**src/rtl/irq_entry_seq.sv**
```systemverilog
module irq_entry_seq #(
  parameter int ADDR_W    = 20,
  parameter int SEG_SHIFT = 4,
  parameter int VEC_W     = 8,
  parameter int IF_BIT    = 9,
  parameter int TF_BIT    = 8
) (
  input  logic              clk,
  input  logic              rst_n,
  input  logic              boundary,
  input  logic              irq_pend,
  input  logic [VEC_W-1:0]  irq_vec,
  input  logic              prefix_pend,
  input  logic              segovr_act,
  input  logic [15:0]       flags_in,
  input  logic [15:0]       cs_in,
  input  logic [15:0]       ip_in,
  input  logic [15:0]       sp_in,
  input  logic [15:0]       ss_in,
  output logic              mem_req,
  output logic              mem_we,
  output logic [ADDR_W-1:0] mem_addr,
  output logic [7:0]        mem_wdata,
  input  logic [7:0]        mem_rdata,
  input  logic              mem_ack,
  output logic              busy,
  output logic              done,
  output logic [15:0]       flags_out,
  output logic [15:0]       cs_out,
  output logic [15:0]       ip_out,
  output logic [15:0]       sp_out
);
  localparam int PUSH_BYTES = 6;
  localparam int LAST_STEP  = PUSH_BYTES + 3;
  localparam logic [15:0] CLR_MASK = ~((16'd1 << IF_BIT) | (16'd1 << TF_BIT));

  logic [3:0]       step;
  logic [VEC_W-1:0] vec_q;
  logic [15:0]      flags_q, cs_q, ip_q, sp_q, ss_q, nip_q, ncs_q;

  wire unmaskable = (irq_vec == VEC_W'(0)) || (irq_vec == VEC_W'(2));
  wire start = boundary && irq_pend && !busy && !done && !segovr_act &&
               (unmaskable || flags_in[IF_BIT]);

  wire        pushing  = step < 4'(PUSH_BYTES);
  wire [1:0]  wsel     = step[2:1];
  wire [15:0] push_sp  = sp_q - {13'd0, wsel, 1'b0} - 16'd2;
  wire [15:0] push_off = push_sp + {15'd0, step[0]};
  wire [ADDR_W-1:0] seg_base  = ADDR_W'(ss_q) << SEG_SHIFT;
  wire [ADDR_W-1:0] push_addr = seg_base + ADDR_W'(push_off);
  wire [3:0]        rd_idx    = step - 4'(PUSH_BYTES);
  wire [ADDR_W-1:0] rd_addr   = (ADDR_W'(vec_q) << 2) + ADDR_W'(rd_idx[1:0]);

  logic [15:0] push_word;
  always_comb begin
    case (wsel)
      2'd0:    push_word = flags_q;
      2'd1:    push_word = cs_q;
      default: push_word = ip_q;
    endcase
  end

  assign mem_req   = busy;
  assign mem_we    = busy && pushing;
  assign mem_addr  = pushing ? push_addr : rd_addr;
  assign mem_wdata = step[0] ? push_word[15:8] : push_word[7:0];

  assign flags_out = flags_q & CLR_MASK;
  assign cs_out    = ncs_q;
  assign ip_out    = nip_q;
  assign sp_out    = sp_q - 16'd6;

  always_ff @(posedge clk or negedge rst_n) begin
    if (!rst_n) begin
      busy    <= 1'b0;
      done    <= 1'b0;
      step    <= '0;
      vec_q   <= '0;
      flags_q <= '0;
      cs_q    <= '0;
      ip_q    <= '0;
      sp_q    <= '0;
      ss_q    <= '0;
      nip_q   <= '0;
      ncs_q   <= '0;
    end else begin
      done <= 1'b0;
      if (start) begin
        busy    <= 1'b1;
        step    <= '0;
        vec_q   <= irq_vec;
        flags_q <= flags_in;
        cs_q    <= cs_in;
        ip_q    <= ip_in - {15'd0, prefix_pend};
        sp_q    <= sp_in;
        ss_q    <= ss_in;
      end else if (busy && mem_ack) begin
        case (rd_idx)
          4'd0: nip_q[7:0]  <= mem_rdata;
          4'd1: nip_q[15:8] <= mem_rdata;
          4'd2: ncs_q[7:0]  <= mem_rdata;
          4'd3: ncs_q[15:8] <= mem_rdata;
          default: ;
        endcase
        if (step == 4'(LAST_STEP)) begin
          busy <= 1'b0;
          done <= 1'b1;
        end
        step <= step + 4'd1;
      end
    end
  end

  p_done_pulse_r9: assert property (@(posedge clk) disable iff (!rst_n)
    done |=> !done);
  p_req_only_busy_r9: assert property (@(posedge clk) disable iff (!rst_n)
    done |-> !mem_req);
  p_seg_defer_r3: assert property (@(posedge clk) disable iff (!rst_n)
    (boundary && segovr_act && !busy) |=> !busy);
  p_masked_r2: assert property (@(posedge clk) disable iff (!rst_n)
    (boundary && !busy && !flags_in[IF_BIT] && irq_vec != VEC_W'(0) &&
     irq_vec != VEC_W'(2)) |=> !busy);
  p_no_boundary_r1: assert property (@(posedge clk) disable iff (!rst_n)
    (!boundary && !busy) |=> !busy);
  p_hold_addr_r4: assert property (@(posedge clk) disable iff (!rst_n)
    (mem_req && !mem_ack) |=> (mem_req && $stable(mem_addr) && $stable(mem_we)));
  p_flags_clear_r5: assert property (@(posedge clk) disable iff (!rst_n)
    done |-> (!flags_out[IF_BIT] && !flags_out[TF_BIT]));
endmodule

```
**config.mk**
```make
export PLATFORM = sky130hd
export DESIGN_NAME = irq_entry_seq
export DESIGN_NICKNAME = d
export VERILOG_FILES = /design/src/rtl/irq_entry_seq.sv
export SDC_FILE = /design/constraint.sdc
export NUM_CORES = 1
export LEC_CHECK = 0
export BUFFER_PORTS_ARGS = -buffer_cell sky130_fd_sc_hd__buf_2
export CORE_MARGIN = 3
export CORE_UTILIZATION = 40
export CTS_CLUSTER_SIZE = 14
export DETAILED_ROUTE_END_ITERATION = 10
export PLACE_DENSITY = 0.61
export SETUP_SLACK_MARGIN = 0.4
export SYNTH_ARGS = -nofsm -noshare
export SYNTH_HDL_FRONTEND = slang
export SYNTH_SLANG_ARGS = --single-unit
```
**constraint.sdc**
```tcl
create_clock -name clk -period 4.2 [get_ports clk]
set_input_delay 0.21 -clock clk [delete_from_list [all_inputs] [get_ports clk]]
set_output_delay 0.21 -clock clk [all_outputs]
set_load 0.01 [all_outputs]
```
==> results of run 1 <==
==> final cells by class <==
type                            count  area (um^2)
Antenna cell                        1         2.50
Tap cell                          220          275
Timing Repair Buffer              287         1810
Clock inverter                     14          184
Inverter                           17         66.3
Sequential cell                   126         3160
Clock buffer                       18          429
Fill cell                        1507         7180
Multi-Input combinational cell    585         3770
==> how the worst max path moves through the flow <==
stage | start | endpoint | slack, ns
after floorplan | step[2]$_DFFE_PN0P_ | mem_addr[19] | 0.41
after global placement | sp_q[7]$_DFFE_PN0P_ | mem_addr[19] | 0.34
after detailed placement | sp_q[7]$_DFFE_PN0P_ | mem_addr[19] | 0.29
after CTS | step[2]$_DFFE_PN0P_ | mem_addr[19] | 0.21
after global routing | sp_q[2]$_DFFE_PN0P_ | mem_addr[15] | -0.003
final | sp_q[9]$_DFFE_PN0P_ | mem_addr[17] | 0.17
==> routing by layer <==
metal	global-route usage (%)	share of wire (%)	vias up
li1	-	-	3104
met1	27.4	44	3057
met2	34.6	49	190
met3	4.49	5.3	28
met4	5.82	1.8	0
met5	0	0	-
==> per-stage QoR <==
step / utilization (%) / hold slack [ns] / cell area, um^2 / setup TNS (ns) / std cells
2_1_floorplan: - / -0.0856 / 7010 / 0 / 788
3_3_place_gp: 47.7 / 0.311 / 8050 / 0 / 1155
3_5_place_dp: 47.7 / 0.305 / 8050 / 0 / 1155
4_1_cts: 56.1 / 0.000257 / 9460 / 0 / 1261
5_1_grt: 57.4 / 0.00387 / 9690 / -0.00297 / 1267
6_report: 57.4 / 0.0138 / 9690 / 0 / 1268
==> timing repair <==
item                                    in CTS  in global routing
hold endpoints to repair                   103                  1
endpoints found under the setup margin      11                 12
setup buffers                               20                  5
pin swaps                                   22                 23
hold buffers                                54                  1
gates resized for setup                     28                 34
==> sequential cells by signal, summed over array words and instances (netlist names) <==
name,count
vec_q,8
ip_q,16
busy,1
cs_out,16
ip_out,16
ss_q,16
flags_q,16
sp_q,16
cs_q,16
step,4
done,1
==> worst min-delay path: cells and delay by family <==
kind	cells	cell delay [ns]
and+or+nand+nor	2	0.11
buffers and inverters	1	0.07
==> cells in the final DEF (no fill, tap or decap), types with 6 or more instances in the layout <==
cell type	n
xor2_1	17
inv_1	13
a31oi_1	11
nor3_1	8
dfrtp_1	123
o21ai_0	25
buf_2	195
a22o_1	9
xnor2_1	28
mux2_2	32
buf_4	35
a21oi_1	6
dlygate4sd3_1	55
ha_1	25
nand2_1	268
a211oi_1	8
a22oi_1	8
nor2_1	29
clkbuf_16	17
==> where the power goes <==
part / internal, mW / switching (mW)
combinational: 2.31 / 2.73
clock: 0.946 / 0.585
sequential: 1.75 / 0.435
total: 5.00 / 3.75
==> cell families after synthesis <==
family	share of synthesized area (%)
AO/OA/AOI/OAI	10.2
multiplexers	5.72
flip-flops	45.0
adder cells (fa/ha/maj)	5.47
XOR/XNOR	6.13
other	0.0536
buffers and inverters	5.38
AND/OR/NAND/NOR	22.1
==> flow_summary_export.csv, run 1 <==
group,metric,value,unit
worst_setup_path,crit_path_end_kind,"primary output",
pwr,powerDensity,902,nW/um^2
sta,fin_skew,0.00756,ns
cts,insertion_delay,0.42,ns
min_path,min_from,"sp_in[7]",
detailed_routing,drtPass1Iterations,5,
synth,ys_warn_count,0,
placement,gp_congestion,0.883,
global_route,antenna_found_initial,0,
detailed_routing,wl,20200,um
cts,cts_made_buffers,17,
sta,period_share,96.0,%
layout,drive_gt1_share,33.6,%
worst_setup_path,r2r_start,"step[2]$_DFFE_PN0P_",
cts,clockRootBuffer,"clkbuf_16",
job,drv_cap,0,
sta,fmaxAchievable,248,MHz
pwr,leakage,4.95,nW
min_path,holdPathStages,3,
worst_setup_path,critPathBufInv,1,
synth,synthFlopType,"dfrtp_1",
sta,relSlewSlack,31.9,%
sta,rsz0062_at_grt,"true",
synth,synthArstFlopShare,100,%
worst_setup_path,cp_slowest_cell,"or4_4",
global_route,track_usage,20.7,%
cts,h-tree-depth,4,
layout,nNetsFinal,1167,
die,io_pins,199,
sta,min_period,4.03,ns
die,die_h,138,um
synth,synth.area.top_cells,"dfrtp_1 45%, nand2_1 14%, ha_1 5.2%",
sta,hold_violations,0,
detailed_routing,viasPerCell,5.03,
cts,cts_buffer_depth,2,
min_path,hp-class,"input port to flop",
synth,synthDominantCellAreaShare,45.0,%
synth,synth_edf_count,0,
die,placementRows,47,
pwr,fin_total_pwr,8.75,mW
worst_setup_path,cp.depth,12,
worst_setup_path,crit_chain,"or4_4 > or4_4 > a211oi_4 > nand2_1 > xnor2_1 > ha_1 > and3_4 > and2_4 > o211ai_1 > a31oi_1 > mux2i_1 > buf_2",
global_route,grt_start_max_net_pins,79,
placement,hpwl,14000,um
worst_setup_path,worstPathMaxFanout,5,
synth,synth_area_leader_cell,"dfrtp_1",
worst_setup_path,cp-start-kind,"flop",
status,outcome,"complete, no violations",
pwr,ir_drop,514,uV
worst_setup_path,r2r_end,"ip_out[8]$_DFFE_PN0P_",
die,initial_core_util,41.5,%
synth,ys_ff_latch,126,
worst_setup_path,crit_type,"flop to primary output",
placement,portBuffers,196,
sta,setup_slack,0.166,ns
synth,ys_types,56,
detailed_routing,drc,0,
synth,yosysMostFrequentCell,"nand2_1",
worst_setup_path,r2r_slack,1.94,ns
global_route,grt_overflow_total,0,
die,core,16900,um^2
layout,area_growth,38.5,%
die,die_w,138,um
worst_setup_path,max_stage_delay,0.55,ns
detailed_routing,drt_iter0_drc,249,
global_route,grt_pass1_wl,32500,um
sta,maxSlewViolCount,0,
detailed_routing,antenna_left,0,
die,die-area,19100,um^2
worst_setup_path,reg2regPathDepth,6,
worst_setup_path,path_common_cell,"or4_4",
synth,synthTopCellsByCount,"269 x nand2_1, 126 x dfrtp_1, 32 x mux2_2, 31 x clkbuf_1",
synth,synthCells,787,
synth,syn-mean-instance-area,8.90,um^2
synth,syn_area,7000,um^2
worst_setup_path,crit_family,"simple AND/OR/NAND/NOR gates",
placement,pre_cts_slack,0.295,ns
worst_setup_path,critical_path_arrival,3.82,ns
sta,worstMarginPinSlew,1.02,ns
worst_setup_path,required,3.99,ns
cts,clkTransAtPathRegs,0.06,ns
cts,cts_tree,"done",
sta,setup_viol,0,
global_route,grt_pass1_vias,6322,
synth,yosysSeqAreaShare,45.0,%
detailed_routing,num_vias,6379,
min_path,hold_path_end,"sp_q[7]$_DFFE_PN0P_",
cts,cts.sinks,126,
detailed_routing,wl_per_cell,15.9,um
(Power assumes the default switching activity.)
==> run 2: changes to the inputs <==
==> constraint.sdc (replaced) <==
create_clock -name clk -period 5.05 [get_ports clk]
set_input_delay 0.2525 -clock clk [delete_from_list [all_inputs] [get_ports clk]]
set_output_delay 0.2525 -clock clk [all_outputs]
set_load 0.01 [all_outputs]
==> flow_summary_export.csv, run 2 (same netlist as run 1, synthesis figures left out) <==
group,metric,value,unit
status,outcome,"complete, no violations",
sta,period_share,86.8,%
detailed_routing,viasPerCell,4.95,
sta,tns,0,ns
layout,nNetsFinal,1084,
layout,final_cell_mix,"269 x nand2_1, 195 x buf_2, 125 x dfrtp_1, 32 x mux2_2",
worst_setup_path,critical_path_arrival,4.13,ns
die,initial_core_util,41.5,%
die,io_pins,199,
detailed_routing,drc,0,
worst_setup_path,crit_path_end_kind,"primary output",
global_route,track_usage,19.6,%
layout,area_growth,23.8,%
detailed_routing,drtPass1Iterations,4,
detailed_routing,wl,18800,um
detailed_routing,drt_iter0_drc,347,
layout,multiInputGateArea,3530,um^2
cts,cts.sinks,126,
placement,hpwl,13700,um
pwr,ir_drop,450,uV
pwr,leakage,4.54,nW
cts,insertion_delay,0.42,ns
die,die_w,138,um
cts,h-tree-depth,4,
pwr,powerDensity,745,nW/um^2
sta,min_period,4.38,ns
detailed_routing,antenna_left,0,
die,die-area,19100,um^2
pwr,fin_total_pwr,6.46,mW
layout,final_common_cell,"nand2_1",
layout,instances_no_fill,1185,
cts,cts_tree,"done",
worst_setup_path,worstPathMaxFanout,7,
global_route,grt_pass1_wl,30500,um
worst_setup_path,required,4.80,ns
die,core,16900,um^2
cts,clkTransAtPathRegs,0.06,ns
placement,portBuffers,196,
worst_setup_path,cp-start-kind,"flop",
placement,placed_cells,1148,
sta,rsz0062_at_grt,"false",
job,drv_cap,0,
detailed_routing,num_vias,5868,
sta,relSlewSlack,15.5,%
sta,fmaxAchievable,228,MHz
worst_setup_path,crit_type,"flop to primary output",
layout,seq_area,3150,um^2
placement,gp_congestion,0.839,
sta,fin_skew,0.00626,ns
cts,clockRootBuffer,"clkbuf_16",
sta,setup_viol,0,
min_path,hp-class,"input port to flop",
global_route,grt_overflow_total,0,
cts,cts_made_buffers,17,
layout,drive_gt1_share,29.5,%
cts,cts_buffer_depth,2,
detailed_routing,wl_per_cell,15.9,um
global_route,grt_pass1_vias,5750,
layout,fill_cells,1635,
sta,maxSlewViolCount,0,
sta,worstMarginPinSlew,1.26,ns
die,placementRows,47,
die,die_h,138,um
worst_setup_path,r2r_slack,1.83,ns
global_route,grt_start_max_net_pins,68,
sta,hold_violations,0,
global_route,antenna_found_initial,1,
run 2: layout make-up:
type                       instances  area share, %
tap                              220           3.18
timing repair buffer             204           12.1
clock buffer                      17           4.91
inverter                          17          0.736
multi-input combinational        585           40.7
antenna                            1         0.0289
clock inverter                    15           1.93
sequential                       126           36.4
run 2: timing repair:
item,CTS,global route
endpoints found under the hold margin,60,1
resized for setup,1,10
hold buffers,2,1
buffers inserted,0,1
pin swaps,0,1
setup endpoints to repair,1,10
run 2: metal layers:
metal | global-route usage [%] | up-vias | wire (um)
met2 | 31.9 | 170 | 8970
met1 | 26.2 | 2731 | 8610
met3 | 5.59 | 13 | 1060
met5 | 0 | - | 0
met4 | 4.58 | 0 | 171
li1 | - | 2954 | -
run 2: metrics by stage:
step	utilization [%]	worst slack, ns	hold slack [ns]	area [um^2]
floorplan	-	0.986	-0.0431	7010
global placement	47.4	1.01	0.388	7990
detailed placement	47.4	0.894	0.386	7990
CTS	51.0	0.404	0.000150	8610
global route	51.4	0.424	0.00469	8670
finish	51.4	0.666	0.0200	8670
run 2: critical path, stage by stage (launching register included):
cell and delay, ns:
dfrtp_1 0.44, ha_1 0.30, inv_1 0.04, ha_1 0.32, nor2b_1 0.15, o21ai_1 0.14, nor4b_2 0.22, buf_4 0.18
nand2_1 0.08, xnor2_2 0.16, ha_2 0.35, and2_1 0.21, a221o_1 0.36, o2111a_1 0.30, o21a_1 0.19, nor3_1 0.13
buf_2 0.17
run 2: path summary, 6_finish.rpt:
| check | startpoint | end | cells past startpoint |
|---|---|---|---|
| max in group asynchronous | rst_n | step[0]$_DFFE_PN0P_ | 3 |
| min in group asynchronous | rst_n | ss_q[13]$_DFFE_PN0P_ | 2 |
| min | flags_in[6] | flags_q[6]$_DFFE_PN0P_ | 3 |
| max reg2reg | busy$_DFFE_PN0P_ | sp_q[7]$_DFFE_PN0P_ | 5 |
| max | step[2]$_DFFE_PN0P_ | mem_addr[19] | 16 |
| min reg2reg | cs_q[13]$_DFFE_PN0P_ | cs_q[13]$_DFFE_PN0P_ | 2 |
run 2: where the power goes:
part	internal (mW)	leakage (nW)	switching, mW
clock network	0.706	0.292	0.530
registers	1.45	1.60	0.408
logic	1.44	2.65	1.92
total	3.60	4.54	2.86
==> run 3: changes to the inputs <==
--- a/config.mk
+++ b/config.mk
@@ -8,9 +8,11 @@
 export BUFFER_PORTS_ARGS = -buffer_cell sky130_fd_sc_hd__buf_2
 export CORE_MARGIN = 3
 export CORE_UTILIZATION = 40
+export CTS_CLUSTER_DIAMETER = 200
 export CTS_CLUSTER_SIZE = 14
 export DETAILED_ROUTE_END_ITERATION = 10
 export PLACE_DENSITY = 0.61
+export REMOVE_ABC_BUFFERS = 1
 export SETUP_SLACK_MARGIN = 0.4
 export SYNTH_ARGS = -nofsm -noshare
 export SYNTH_HDL_FRONTEND = slang
==> flow_summary_export.csv, run 3 (same netlist as run 1, synthesis figures left out) <==
group,metric,value,unit
sta,relSlewSlack,29.4,%
cts,h-tree-depth,4,
detailed_routing,wl_per_cell,15.5,um
min_path,hp-class,"input port to async pin",
sta,fin_skew,0.00624,ns
worst_setup_path,r2r_slack,2.11,ns
pwr,powerDensity,739,nW/um^2
layout,nNetsFinal,1081,
global_route,track_usage,19.2,%
sta,rsz0062_at_grt,"false",
sta,period_share,87.3,%
worst_setup_path,worst_setup_path_endpoint,"mem_addr[15]",
sta,hold_violations,31,
worst_setup_path,cp-start-kind,"flop",
layout,antennaDiodeCount,0,
die,die_h,138,um
worst_setup_path,crit_path_end_kind,"primary output",
placement,portBuffers,196,
worst_setup_path,required,4.80,ns
worst_setup_path,reg2regPathDepth,5,
die,core,16900,um^2
die,die_w,138,um
detailed_routing,viasPerCell,4.94,
layout,area_growth,23.0,%
global_route,grt_pass1_vias,5716,
worst_setup_path,r2r_start,"busy$_DFFE_PN0P_",
worst_setup_path,crit_start,"step[2]$_DFFE_PN0P_",
cts,insertion_delay,0.41,ns
cts,cts_made_buffers,17,
worst_setup_path,path_common_cell,"ha_1",
layout,fill_cells,1629,
global_route,grt_overflow_total,0,
pwr,leakage,4.51,nW
sta,min_period,4.41,ns
global_route,grt_pass1_wl,30000,um
worst_setup_path,max_stage_delay,0.43,ns
global_route,grt_start_max_net_pins,97,
cts,cts_buffer_depth,2,
layout,drive_gt1_share,28.9,%
detailed_routing,num_vias,5832,
sta,holdWs,-0.0294,ns
cts,cts_tree,"done",
placement,gp_congestion,0.823,
global_route,antenna_found_initial,0,
worst_setup_path,cp_slowest_cell,"dfrtp_1",
sta,maxSlewViolCount,0,
job,drv_cap,0,
die,initial_core_util,41.5,%
detailed_routing,drc,0,
detailed_routing,drt_iter0_drc,271,
layout,final_common_cell,"nand2_1",
status,violations,"negative hold slack",
detailed_routing,drtPass1Iterations,4,
worst_setup_path,critical_path_arrival,4.15,ns
pwr,ir_drop,489,uV
detailed_routing,antenna_left,0,
worst_setup_path,crit_type,"flop to primary output",
cts,clkTransAtPathRegs,0.06,ns
pwr,fin_total_pwr,6.36,mW
die,placementRows,47,
status,outcome,"finished, violations left",
detailed_routing,wl,18300,um
cts,clockRootBuffer,"clkbuf_16",
sta,worstMarginPinSlew,1.05,ns
worst_setup_path,worstPathMaxFanout,7,
placement,hpwl,13200,um
cts,cts.sinks,126,
die,die-area,19100,um^2
die,io_pins,199,
sta,tns,0,ns
worst_setup_path,r2r_end,"ip_q[4]$_DFFE_PN0P_",
sta,setup_viol,0,
worst_setup_path,crit_chain,"ha_1 > inv_1 > ha_1 > nor2b_1 > o21ai_0 > nor4b_2 > buf_4 > nand2_1 > xnor2_1 > ha_1 > and2_1 > a221oi_1 > a21boi_1 > a41oi_2 > mux2i_1 > buf_2",
sta,fmaxAchievable,227,MHz
layout,final_cell_mix,"269 x nand2_1, 195 x buf_2, 126 x dfrtp_1, 32 x mux2_2",
==> run 3: cell types whose count changed in the layout (fill, tap and decap cells not counted), moves of 2 or more <==
cell,previous run,this run
clkinv_2,1,3
clkbuf_8,0,3
dlygate4sd3_1,3,0
inv_8,5,0
inv_6,6,3
o21ai_1,2,0
clkinvlp_4,1,3
o21ai_0,28,30
==> run 3: worst min path at each step <==
| stage | endpoint | slack [ns] | cells after the start |
|---|---|---|---|
| 3_5_place_dp | cs_out[4]$_DFFE_PN0P_ | 0.45 | 1 |
| 3_3_place_gp | cs_out[4]$_DFFE_PN0P_ | 0.44 | 1 |
| 2_1_floorplan | busy$_DFFE_PN0P_ | -0.04 | 0 |
| 5_1_grt | cs_q[6]$_DFFE_PN0P_ | 0.02 | 3 |
| 4_1_cts | cs_out[2]$_DFFE_PN0P_ | 0.0007 | 1 |
| 6_report | ss_q[12]$_DFFE_PN0P_ | -0.03 | 1 |
==> run 3: repair_timing <==
action,4_1_cts,5_1_grt
buffers inserted,0,0
hold buffers,0,0
endpoints found under the setup margin,0,6
resized for setup,0,3
==> run 3: stage by stage <==
| stage | setup slack (ns) | area, um^2 | instances | utilization, % | hold WS (ns) |
|---|---|---|---|---|---|
| after CTS | 0.493 | 8600 | 1181 | 51.0 | 0.000653 |
| final | 0.643 | 8610 | 1181 | 51.0 | -0.0294 |
| after global placement | 1.03 | 8000 | 1149 | 47.4 | 0.441 |
| after global routing | 0.380 | 8610 | 1181 | 51.0 | 0.0185 |
| after detailed placement | 0.984 | 8000 | 1149 | 47.4 | 0.445 |
| after floorplan | 1.04 | 6690 | 728 | - | -0.0431 |
==> run 3: final cells by class <==
| type | instances | area (um^2) | area share (%) |
|---|---|---|---|
| well taps | 220 | 275 | 3.20 |
| clock buffers | 20 | 467 | 5.42 |
| multi-input cells | 585 | 3500 | 40.7 |
| repair buffers | 201 | 1020 | 11.9 |
| flip-flops and latches | 126 | 3150 | 36.6 |
| inverters | 17 | 63.8 | 0.741 |
| clock inverters | 12 | 133 | 1.54 |
==> run 3: worst max-delay path: cells and delay by family (launching register included) <==
| kind | cells | cell delay (ns) |
|---|---|---|
| mux | 1 | 0.20 |
| xor+xnor | 1 | 0.13 |
| compound gates | 4 | 0.99 |
| simple gates | 4 | 0.65 |
| buf+inv | 3 | 0.35 |
| fa+ha+maj | 3 | 1.01 |
| flops | 1 | 0.43 |
==> run 3: report_power, final <==
part           internal [mW]  switching, mW
clock network          0.769          0.464
registers               1.45          0.360
logic                   1.42           1.90
total                   3.64           2.73
==> run 3: metal layers <==
metal,global-route usage (%),part of all wire (%)
met5,0,0
met4,3.90,0.63
met3,6.04,6.8
met2,32.0,48
met1,24.7,45
